File: src/rtl/opsel_pkg.sv
package opsel_pkg;

    // Data path width and the number of selectable inputs.
    localparam int unsigned DATA_W   = 8;
    localparam int unsigned NUM_SRC  = 4;
    localparam int unsigned SEL_W    = $clog2(NUM_SRC);

    // Opcode layout: [OP_SUB_BIT] operation, [SRC_A_HI:SRC_A_LO] first
    // operand, [SRC_B_HI:SRC_B_LO] second operand.
    localparam int unsigned SRC_B_LO   = 0;
    localparam int unsigned SRC_B_HI   = SRC_B_LO + SEL_W - 1;
    localparam int unsigned SRC_A_LO   = SRC_B_HI + 1;
    localparam int unsigned SRC_A_HI   = SRC_A_LO + SEL_W - 1;
    localparam int unsigned OP_SUB_BIT = SRC_A_HI + 1;
    localparam int unsigned OPC_W      = OP_SUB_BIT + 1;

    typedef logic [DATA_W-1:0] word_t;
    typedef logic [SEL_W-1:0]  sel_t;

    typedef enum logic {
        OP_ADD = 1'b0,
        OP_SUB = 1'b1
    } arith_op_e;

    typedef struct packed {
        arith_op_e op;
        sel_t      src_a;
        sel_t      src_b;
    } opc_fields_t;

    function automatic opc_fields_t split_opcode(input logic [OPC_W-1:0] opc);
        opc_fields_t f;
        f.op    = arith_op_e'(opc[OP_SUB_BIT]);
        f.src_a = opc[SRC_A_HI:SRC_A_LO];
        f.src_b = opc[SRC_B_HI:SRC_B_LO];
        return f;
    endfunction

endpackage

File: src/rtl/opsel_half_add.sv
module opsel_half_add (
    input  logic x_in,
    input  logic y_in,
    output logic sum_out,
    output logic carry_out
);

    assign sum_out   = x_in ^ y_in;
    assign carry_out = x_in & y_in;

endmodule

File: src/rtl/opsel_full_add.sv
module opsel_full_add (
    input  logic x_in,
    input  logic y_in,
    input  logic c_in,
    output logic sum_out,
    output logic c_out
);

    logic part_sum;
    logic part_carry;
    logic late_carry;

    // First half adder combines the two operand bits.
    opsel_half_add u_ha_lo (
        .x_in      (x_in),
        .y_in      (y_in),
        .sum_out   (part_sum),
        .carry_out (part_carry)
    );

    // Second half adder folds in the incoming carry.
    opsel_half_add u_ha_hi (
        .x_in      (part_sum),
        .y_in      (c_in),
        .sum_out   (sum_out),
        .carry_out (late_carry)
    );

    // Both half-adder carries can never be 1 together, so OR merges them.
    assign c_out = part_carry | late_carry;

    always_comb begin
        p_fa_sum_r1: assert ({c_out, sum_out} == 2'(x_in) + 2'(y_in) + 2'(c_in))
            else $error("full adder stage arithmetic broken");
    end

endmodule

File: src/rtl/opsel_src_pick.sv
module opsel_src_pick #(
    parameter int unsigned WIDTH = 8,
    parameter int unsigned COUNT = 4,
    localparam int unsigned SW   = $clog2(COUNT)
) (
    input  logic [COUNT-1:0][WIDTH-1:0] src_in,
    input  logic [SW-1:0]               pick,
    output logic [WIDTH-1:0]            word_out
);

    always_comb begin
        word_out = '0;
        for (int unsigned k = 0; k < COUNT; k++) begin
            if (pick == SW'(k)) begin
                word_out = src_in[k];
            end
        end
    end

    always_comb begin
        p_pick_matches_r3: assert (word_out == src_in[pick])
            else $error("selector forwarded the wrong source");
    end

endmodule

File: src/rtl/opsel_ripple_addsub.sv
module opsel_ripple_addsub #(
    parameter int unsigned WIDTH = 8
) (
    input  logic [WIDTH-1:0] op_a,
    input  logic [WIDTH-1:0] op_b,
    input  logic             do_sub,
    output logic [WIDTH-1:0] diff_sum,
    output logic             sgn_ovf
);

    logic [WIDTH:0]   chain;
    logic [WIDTH-1:0] b_adj;

    // Subtraction: invert the second operand and inject a carry into bit 0.
    assign b_adj    = op_b ^ {WIDTH{do_sub}};
    assign chain[0] = do_sub;

    for (genvar g = 0; g < WIDTH; g++) begin : g_stage
        opsel_full_add u_fa (
            .x_in    (op_a[g]),
            .y_in    (b_adj[g]),
            .c_in    (chain[g]),
            .sum_out (diff_sum[g]),
            .c_out   (chain[g+1])
        );
    end

    // Signed overflow: carry into the top bit disagrees with carry out of it.
    assign sgn_ovf = chain[WIDTH] ^ chain[WIDTH-1];

    always_comb begin
        if (!do_sub) begin
            p_add_value_r1: assert (diff_sum == WIDTH'(op_a + op_b))
                else $error("sum differs from modular addition");
        end else begin
            p_sub_value_r2: assert (diff_sum == WIDTH'(op_a - op_b))
                else $error("difference differs from modular subtraction");
        end
    end

    // Sign-rule form of overflow, independent of the carry chain taps.
    logic eff_b_sign;
    assign eff_b_sign = op_b[WIDTH-1] ^ do_sub;

    always_comb begin
        p_ovf_sign_rule_r5: assert (sgn_ovf ==
                ((op_a[WIDTH-1] == eff_b_sign) && (diff_sum[WIDTH-1] != op_a[WIDTH-1])))
            else $error("overflow flag disagrees with sign rule");
    end

endmodule

File: src/rtl/opsel_addsub.sv
module opsel_addsub
    import opsel_pkg::*;
(
    input  logic [DATA_W-1:0] data0,
    input  logic [DATA_W-1:0] data1,
    input  logic [DATA_W-1:0] data2,
    input  logic [DATA_W-1:0] data3,
    input  logic [OPC_W-1:0]  opcode,
    output logic [DATA_W-1:0] result,
    output logic              overflow
);

    opc_fields_t                   fld;
    logic [NUM_SRC-1:0][DATA_W-1:0] src_bank;
    word_t                         opnd_a;
    word_t                         opnd_b;

    assign fld      = split_opcode(opcode);
    assign src_bank = {data3, data2, data1, data0};

    opsel_src_pick #(
        .WIDTH (DATA_W),
        .COUNT (NUM_SRC)
    ) u_pick_a (
        .src_in   (src_bank),
        .pick     (fld.src_a),
        .word_out (opnd_a)
    );

    opsel_src_pick #(
        .WIDTH (DATA_W),
        .COUNT (NUM_SRC)
    ) u_pick_b (
        .src_in   (src_bank),
        .pick     (fld.src_b),
        .word_out (opnd_b)
    );

    opsel_ripple_addsub #(
        .WIDTH (DATA_W)
    ) u_arith (
        .op_a     (opnd_a),
        .op_b     (opnd_b),
        .do_sub   (fld.op == OP_SUB),
        .diff_sum (result),
        .sgn_ovf  (overflow)
    );

    always_comb begin
        if (fld.op == OP_SUB && fld.src_a == fld.src_b) begin
            p_self_zero_r7: assert (result == '0 && !overflow)
                else $error("self-subtraction not zero");
        end
    end

    always_comb begin
        p_src_b_pick_r4: assert (opnd_b == src_bank[opcode[SRC_B_HI:SRC_B_LO]])
            else $error("second operand drawn from wrong field");
    end

endmodule

File: config.mk
export PLATFORM = sky130hd
export DESIGN_NAME = opsel_addsub
export DESIGN_NICKNAME = d
export VERILOG_FILES = /design/src/rtl/opsel_pkg.sv /design/src/rtl/opsel_half_add.sv /design/src/rtl/opsel_full_add.sv /design/src/rtl/opsel_src_pick.sv /design/src/rtl/opsel_ripple_addsub.sv /design/src/rtl/opsel_addsub.sv
export SDC_FILE = /design/constraint.sdc
export NUM_CORES = 1
export LEC_CHECK = 0
export ABC_AREA = 1
export BUFFER_PORTS_ARGS = -buffer_cell sky130_fd_sc_hd__buf_2
export CAP_MARGIN = 20
export CELL_PAD_IN_SITES_DETAIL_PLACEMENT = 1
export CELL_PAD_IN_SITES_GLOBAL_PLACEMENT = 2
export CORE_MARGIN = 2
export CORE_UTILIZATION = 25
export DETAILED_ROUTE_END_ITERATION = 6
export GPL_ROUTABILITY_DRIVEN = 0
export PLACE_DENSITY = 0.94
export SYNTH_ARGS = -nofsm -noshare
export SYNTH_HDL_FRONTEND = slang
export SYNTH_HIERARCHICAL = 1
export SYNTH_SLANG_ARGS = --single-unit
export TNS_END_PERCENT = 50
File: constraint.sdc
create_clock -name vclk -period 6.3
set_clock_uncertainty 0.15 [all_clocks]
set_input_delay 0.315 -clock vclk [all_inputs]
set_output_delay 0.315 -clock vclk [all_outputs]
set_load 0.01 [all_outputs]
==> results of run 1 <==
==> placed cells by master (no fill, tap or decap) <==
master / instances
inv_1: 26
inv_2: 5
nand4_1: 16
buf_2: 46
ha_1: 16
nand2_1: 51
nor2_4: 2
nand3_1: 48
==> tightest hold or removal path, stage by stage <==
cell   delay [ns]
buf_2        0.21
ha_1         0.15
buf_2        0.12
==> routing by layer <==
metal  routed length (um)  global-route usage  part of all wire
met1                 1581              0.2238              0.49
met2                 1514              0.2813              0.47
met3                  159            0.008518             0.049
met4                    0                   0                 0
met5                    0                   0                 0
==> kinds of logic after synthesis <==
group	Yosys count
adders and majority gates	16
buffers and inverters	40
and+or+nand+nor	117
==> through the flow <==
stage	setup WS, ns	std cells	hold slack [ns]
floorplan	2.504	173	0.6201
CTS	1.861	258	0.9747
global placement	1.954	258	0.9608
global route	1.430	258	1.013
detailed placement	1.857	258	0.9735
finish	1.896	258	0.9632
==> worst min path at each step <==
stage,endpoint,slack (ns),cells past startpoint
finish,result[0],0.96,3
detailed placement,result[0],0.97,3
CTS,result[0],0.97,3
global route,result[0],1.01,3
global placement,result[0],0.96,3
floorplan,result[0],0.62,1
==> report_power, final <==
group	total (W)	switching (W)	internal, W
combinational	0.000129	0.0000762	0.0000529
sequential	0	0	0
clock	0	0	0
total	0.000129	0.0000762	0.0000529
==> cell type report <==
type	count	area [um^2]	share of cell area
Multi-Input combinational cell	133	754.5	0.6498
Timing Repair Buffer	46	230.2	0.1983
Inverter	31	116.4	0.1002
Tap cell	48	60.06	0.05172
==> impl_metrics.json, run 1 <==
{
  "route.detailed.drc": 0,
  "ant_nets": 0,
  "ys_top_cells_by_count": "51 x nand2_1, 48 x nand3_1, 26 x inv_1, 16 x ha_1, 16 x nand4_1",
  "critPathLaunchType": "input pin",
  "dp_hpwl_um": 2528,
  "postLayoutCellArea_mm2": 0.001161,
  "via_per_inst": 4.946,
  "nFlopsAndLatches": 0,
  "worstHoldStart": "opcode[4]",
  "leakage_nw": 0.6688,
  "status": "finished, final reports clean",
  "end_kind": "primary output",
  "yosys.area.top_type": "nand3_1",
  "ys_warn_count": 6,
  "critPathArrivalTime_ns": 3.94,
  "n_antenna_cell": 0,
  "seqCellArea_um2": 0,
  "fin_tns_setup_ns": 0,
  "clockBufferCount": 0,
  "cp.depth": 35,
  "grt_use_total": 0.1590,
  "grt_pass1_wl_um": 5699,
  "drive_above_1_share": 0.2524,
  "fp.dieW_um": 66.36,
  "ioPinCount": 46,
  "power_w": 0.0001291,
  "fp.coreArea_mm2": 0.003689,
  "vdd_drop_max_uv": 36.99,
  "cp_common_cell": "nand2_1",
  "via_count": 1276,
  "period_needed_ns": 4.404,
  "post-route-util": 0.3148,
  "antenna_found_initial": 0,
  "setup_violations": 0,
  "endpoint": "overflow",
  "path_max_fanout": 18,
  "syn-num-nets": 226,
  "crit_family": "adder cells",
  "power_density_mw_per_mm2": 111.2,
  "grt_max_degree": 19,
  "yosysMostFrequentCell": "nand2_1",
  "wl_per_cell_um": 12.62,
  "synth_area_leaders": "nand3_1 25%, ha_1 21%, nand2_1 20%",
  "syn_inst": 173,
  "synthMuxAreaShare": 0,
  "crit_type": "input pin to primary output",
  "overflow": 0,
  "rows": 22,
  "cts_setup_buffers": 0,
  "dr.pass1.iters": 4,
  "die_h_um": 66.36,
  "nets": 265,
  "cts_resized": 0,
  "placed_area_mm2": 0.001161,
  "drt-total-wl_um": 3255,
  "synth_top_family_by_area": "simple AND/OR/NAND/NOR gates",
  "worstHoldPathType": "input pin to primary output",
  "synthXorXnorAreaFrac": 0,
  "fill_cells": 546,
  "required_ns": 5.83,
  "ys_seq_area_frac": 0,
  "drt_iter0_drc": 51,
  "rsz0062_at_grt": "no",
  "synth_adder_area_share": 0.2059,
  "slowest_stage": "buf_2",
  "synth.distinct_cells": 8,
  "syn_avg_cell_area_um2": 5.620,
  "crit_path_start": "opcode[0]",
  "fmax_ghz": 0.2271,
  "port_buffers": 46,
  "netlist.area_leader.share": 0.2471,
  "critPathBufInv": 12,
  "slew_headroom": 0.7404,
  "finalHoldViolCount": 0,
  "synth_simple_gate_area_share": 0.5701,
  "drv_cap": 0,
  "initial_utilization": 0.2636,
  "synth-compound-area-share": 0,
  "tightestPinTransition_ns": 0.3894,
  "maxSlewViolCount": 0,
  "die_area_mm2": 0.004404,
  "netlist_area_um2": 972.2,
  "area_growth_pct": 19.43,
  "grt_pass1_vias": 1266,
  "cp_slowest_stage_delay_ns": 0.32,
  "hold_buffers": 0,
  "finalCritPeriodShare": 0.6990
}
No activity file was read; power rests on OpenSTA's default activity.
==> run 2: changes to the inputs <==
--- a/config.mk
+++ b/config.mk
@@ -11,10 +11,10 @@
 export CELL_PAD_IN_SITES_DETAIL_PLACEMENT = 1
 export CELL_PAD_IN_SITES_GLOBAL_PLACEMENT = 2
 export CORE_MARGIN = 2
-export CORE_UTILIZATION = 25
+export CORE_UTILIZATION = 21
 export DETAILED_ROUTE_END_ITERATION = 6
 export GPL_ROUTABILITY_DRIVEN = 0
-export PLACE_DENSITY = 0.94
+export PLACE_DENSITY = 0.84
 export SYNTH_ARGS = -nofsm -noshare
 export SYNTH_HDL_FRONTEND = slang
 export SYNTH_HIERARCHICAL = 1
==> constraint.sdc (replaced) <==
create_clock -name vclk -period 3.6
set_clock_uncertainty 0.15 [all_clocks]
set_input_delay 0.18 -clock vclk [all_inputs]
set_output_delay 0.18 -clock vclk [all_outputs]
set_load 0.01 [all_outputs]
==> impl_metrics.json, run 2 (same netlist as run 1, synthesis figures left out) <==
{
  "worstHoldStart": "opcode[4]",
  "n_antenna_cell": 0,
  "die_h_um": 72.04,
  "antenna_found_initial": 0,
  "grt_pass1_wl_um": 5934,
  "whs_path_depth": 4,
  "drv_cap": 0,
  "fin_tns_setup_ns": 0,
  "slowest_stage": "ha_1",
  "final_cell_mix": "48 x nand3_1, 44 x nand2_1, 43 x buf_2",
  "dr.pass1.iters": 4,
  "vdd_drop_max_uv": 72.78,
  "status": "finished, final reports clean",
  "tightestPinTransition_ns": 0.1590,
  "wl_met2_um": 1616,
  "dp_hpwl_um": 2903,
  "maxSlewViolCount": 0,
  "overflow": 0,
  "clockBufferCount": 0,
  "initial_utilization": 0.2202,
  "fmax_ghz": 0.2813,
  "die_area_mm2": 0.005190,
  "port_buffers": 46,
  "cts_setup_buffers": 0,
  "wl_met3_um": 138,
  "power_density_mw_per_mm2": 210.8,
  "layout_commonest_cell": "nand3_1",
  "post-route-util": 0.3240,
  "drt-total-wl_um": 3539,
  "hold_buffers": 0,
  "area_growth_pct": 47.10,
  "ant_nets": 0,
  "nFlopsAndLatches": 0,
  "finalCritPeriodShare": 0.9874,
  "drive_above_1_share": 0.4097,
  "wl_per_cell_um": 12.68,
  "m1WireLength_um": 1784,
  "via_per_inst": 4.659,
  "critPathLaunchType": "input pin",
  "seqCellArea_um2": 0,
  "critPathArrivalTime_ns": 3.22,
  "slew_headroom": 0.8940,
  "ioPinCount": 46,
  "grt_pass1_vias": 1318,
  "cp_common_cell": "inv_2",
  "fp.coreArea_mm2": 0.004414,
  "end_kind": "primary output",
  "grt_max_degree": 13,
  "finalHoldViolCount": 0,
  "path_max_fanout": 6,
  "leakage_nw": 0.7577,
  "fp.dieW_um": 72.04,
  "drt_iter0_drc": 27,
  "cp_slowest_stage_delay_ns": 0.27,
  "route.detailed.drc": 0,
  "rows": 24,
  "worstHoldPathType": "input pin to primary output",
  "setup_violations": 0,
  "via_count": 1300,
  "required_ns": 3.27,
  "crit_type": "input pin to primary output",
  "top_layer_used": "met3",
  "period_needed_ns": 3.555,
  "grt_use_total": 0.1374,
  "nets": 282,
  "whs_endpoint": "result[0]",
  "rsz0062_at_grt": "yes"
}
==> run 2: changes by cell type in the layout (fill, tap and decap cells not counted), moves of 3 or more <==
cell / before / now
inv_2: 5 / 12
ha_4: 0 / 5
nand2_2: 0 / 5
inv_1: 26 / 18
buf_4: 0 / 17
nand2_1: 51 / 44
ha_2: 0 / 3
ha_1: 16 / 8
buf_2: 46 / 43
==> run 2: final cells by class <==
cell class	count	area, um^2
inverter	31	118.9
timing repair buffer	63	394.1
tap	52	65.06
multi-input combinational	133	852.1
fill	604	2984
==> run 2: through the flow <==
stage	cell area [um^2]	setup WS [ns]	instances	hold slack [ns]	power (W)
floorplan	972.2	0.07388	173	0.3501	0.0001596
global placement	1294	-0.1708	279	0.7394	0.0002442
detailed placement	1294	-0.2379	279	0.7314	0.0002482
CTS	1355	-0.09637	279	0.7746	0.0002683
global route	1430	-0.2426	279	0.8004	0.0003445
finish	1430	0.04544	279	0.7618	0.0003015
==> run 2: timing repair <==
| action | in CTS | in global routing |
|---|---|---|
| resized for setup | 21 | 19 |
| endpoints found under the setup margin | 2 | 3 |
| pin swaps | 13 | 18 |
| gates cloned | 0 | 0 |
==> run 2: critical path: cells and delay by family <==
kind | cells | cell delay, ns
adders and majority gates | 9 | 1.53
and+or+nand+nor | 15 | 0.83
buffers and inverters | 12 | 0.67
==> run 2: power breakdown <==
group / switching, W / internal (W)
Clock: 0 / 0
Sequential: 0 / 0
Combinational: 0.000160 / 0.000142
==> run 2: worst max path at each step <==
stage / startpoint / to / slack (ns) / cells after the start
floorplan: opcode[0] / overflow / 0.07 / 34
global placement: opcode[1] / overflow / -0.17 / 36
detailed placement: opcode[1] / overflow / -0.24 / 36
CTS: opcode[0] / overflow / -0.1 / 36
global route: opcode[1] / overflow / -0.24 / 36
finish: opcode[1] / overflow / 0.05 / 36
==> run 2: metal layers <==
| layer | vias to the layer above | track usage |
|---|---|---|
| li1 | 684 | - |
| met1 | 587 | 0.1938 |
| met2 | 29 | 0.2459 |
| met3 | 0 | 0.006944 |
| met4 | 0 | 0 |
| met5 | - | 0 |
==> run 3: changes to the inputs <==
--- a/config.mk
+++ b/config.mk
@@ -7,13 +7,13 @@
 export LEC_CHECK = 0
 export ABC_AREA = 1
 export BUFFER_PORTS_ARGS = -buffer_cell sky130_fd_sc_hd__buf_2
-export CAP_MARGIN = 20
 export CELL_PAD_IN_SITES_DETAIL_PLACEMENT = 1
 export CELL_PAD_IN_SITES_GLOBAL_PLACEMENT = 2
 export CORE_MARGIN = 2
 export CORE_UTILIZATION = 21
 export DETAILED_ROUTE_END_ITERATION = 6
 export GPL_ROUTABILITY_DRIVEN = 0
+export GPL_TIMING_DRIVEN = 0
 export PLACE_DENSITY = 0.84
 export SYNTH_ARGS = -nofsm -noshare
 export SYNTH_HDL_FRONTEND = slang
==> impl_metrics.json, run 3 (same netlist as run 1, synthesis figures left out) <==
{
  "nets": 278,
  "via_count": 1321,
  "die_h_um": 72.04,
  "via_per_inst": 4.804,
  "finalHoldViolCount": 0,
  "wl_per_cell_um": 13.93,
  "fin_ws_ns": -0.01835,
  "port_buffers": 42,
  "setup_violations": 1,
  "power_density_mw_per_mm2": 209.8,
  "grt_pass1_vias": 1256,
  "place_ws_ns": -0.3891,
  "power_w": 0.0003023,
  "fin_tns_setup_ns": -0.01835,
  "drt_iter0_drc": 41,
  "tightestPinTransition_ns": 0.2395,
  "dr.pass1.iters": 4,
  "clockBufferCount": 0,
  "drv_cap": 0,
  "required_ns": 3.27,
  "ioPinCount": 46,
  "status": "complete, but fails checks",
  "end_kind": "primary output",
  "final_cell_mix": "47 x nand3_1, 44 x nand2_1, 41 x buf_2",
  "maxSlewViolCount": 0,
  "violations": "setup timing",
  "cp_common_cell": "inv_2",
  "fmax_ghz": 0.2764,
  "route.detailed.drc": 0,
  "slowest_stage": "ha_1",
  "die_area_mm2": 0.005190,
  "dp_hpwl_um": 2867,
  "grt_max_degree": 11,
  "fp.coreArea_mm2": 0.004414,
  "leakage_nw": 0.7529,
  "fp.dieW_um": 72.04,
  "antenna_found_initial": 0,
  "grt_pass1_wl_um": 6106,
  "critPathLaunchType": "input pin",
  "nFlopsAndLatches": 0,
  "n_antenna_cell": 0,
  "initial_utilization": 0.2202,
  "crit_type": "input pin to primary output",
  "worstHoldPathType": "input pin to primary output",
  "hold_buffers": 0,
  "area_growth_pct": 48.26,
  "overflow": 0,
  "cp_slowest_stage_delay_ns": 0.27,
  "vdd_drop_max_uv": 62.18,
  "finalCritPeriodShare": 1.005,
  "rsz0062_at_grt": "yes",
  "drt-total-wl_um": 3832,
  "slew_headroom": 0.8400,
  "layout_commonest_cell": "nand3_1",
  "rows": 24,
  "path_max_fanout": 7,
  "grt_use_total": 0.1455,
  "drive_above_1_share": 0.4036,
  "ant_nets": 0,
  "critPathArrivalTime_ns": 3.29,
  "period_needed_ns": 3.618,
  "seqCellArea_um2": 0
}
==> run 3: cell types whose count changed in the layout (fill, tap and decap cells not counted), moves of 2 or more <==
cell,change
buf_2,-2
inv_8,+2
buf_4,-9
buf_6,+5
buf_8,+2
==> run 3: power breakdown <==
group          switching [W]  internal (W)  total, W  leakage [nW]
combinational       0.000161      0.000141  0.000302         0.753
clock                      0             0         0             0
sequential                 0             0         0             0
==> run 3: final cells by class <==
| type | count | area [um^2] |
|---|---|---|
| Fill cell | 594 | 2973 |
| Multi-Input combinational cell | 133 | 842.1 |
| Timing Repair Buffer | 50 | 276.5 |
| Inverter | 31 | 131.4 |
| Buffer | 9 | 126.4 |
| Tap cell | 52 | 65.06 |
==> run 3: worst paths after layout <==
path,start,endpoint,slack [ns],depth (start not counted)
max,opcode[1],overflow,-0.02,35
min,opcode[4],result[0],0.56,3
==> run 3: worst max-delay path: cells and delay by family <==
family                     cells  cell delay (ns)
adders and majority gates      9             1.55
buffers and inverters         12             0.75
and+or+nand+nor               14             0.80
==> run 3: metal layers <==
layer	wire length, um	share of wire	GRT usage
met2	1788	0.47	0.2387
met3	182	0.047	0.005556
met1	1861	0.49	0.2239
met5	0	0	0
met4	0	0	0
==> run 3: per-stage QoR <==
stage	instance area (um^2)	hold slack, ns	util	instances
floorplan	972.2	0.3501	-	173
global placement	1247	0.5347	0.2826	267
detailed placement	1247	0.5374	0.2826	267
CTS	1365	0.5776	0.3092	272
global route	1441	0.5791	0.3265	275
finish	1441	0.5554	0.3265	275
==> run 3: repair_timing <==
| item | 4_1_cts | 5_1_grt |
|---|---|---|
| buffers inserted | 5 | 3 |
| setup endpoints to repair | 2 | 2 |
| resized for setup | 28 | 14 |
| pin swaps | 15 | 19 |
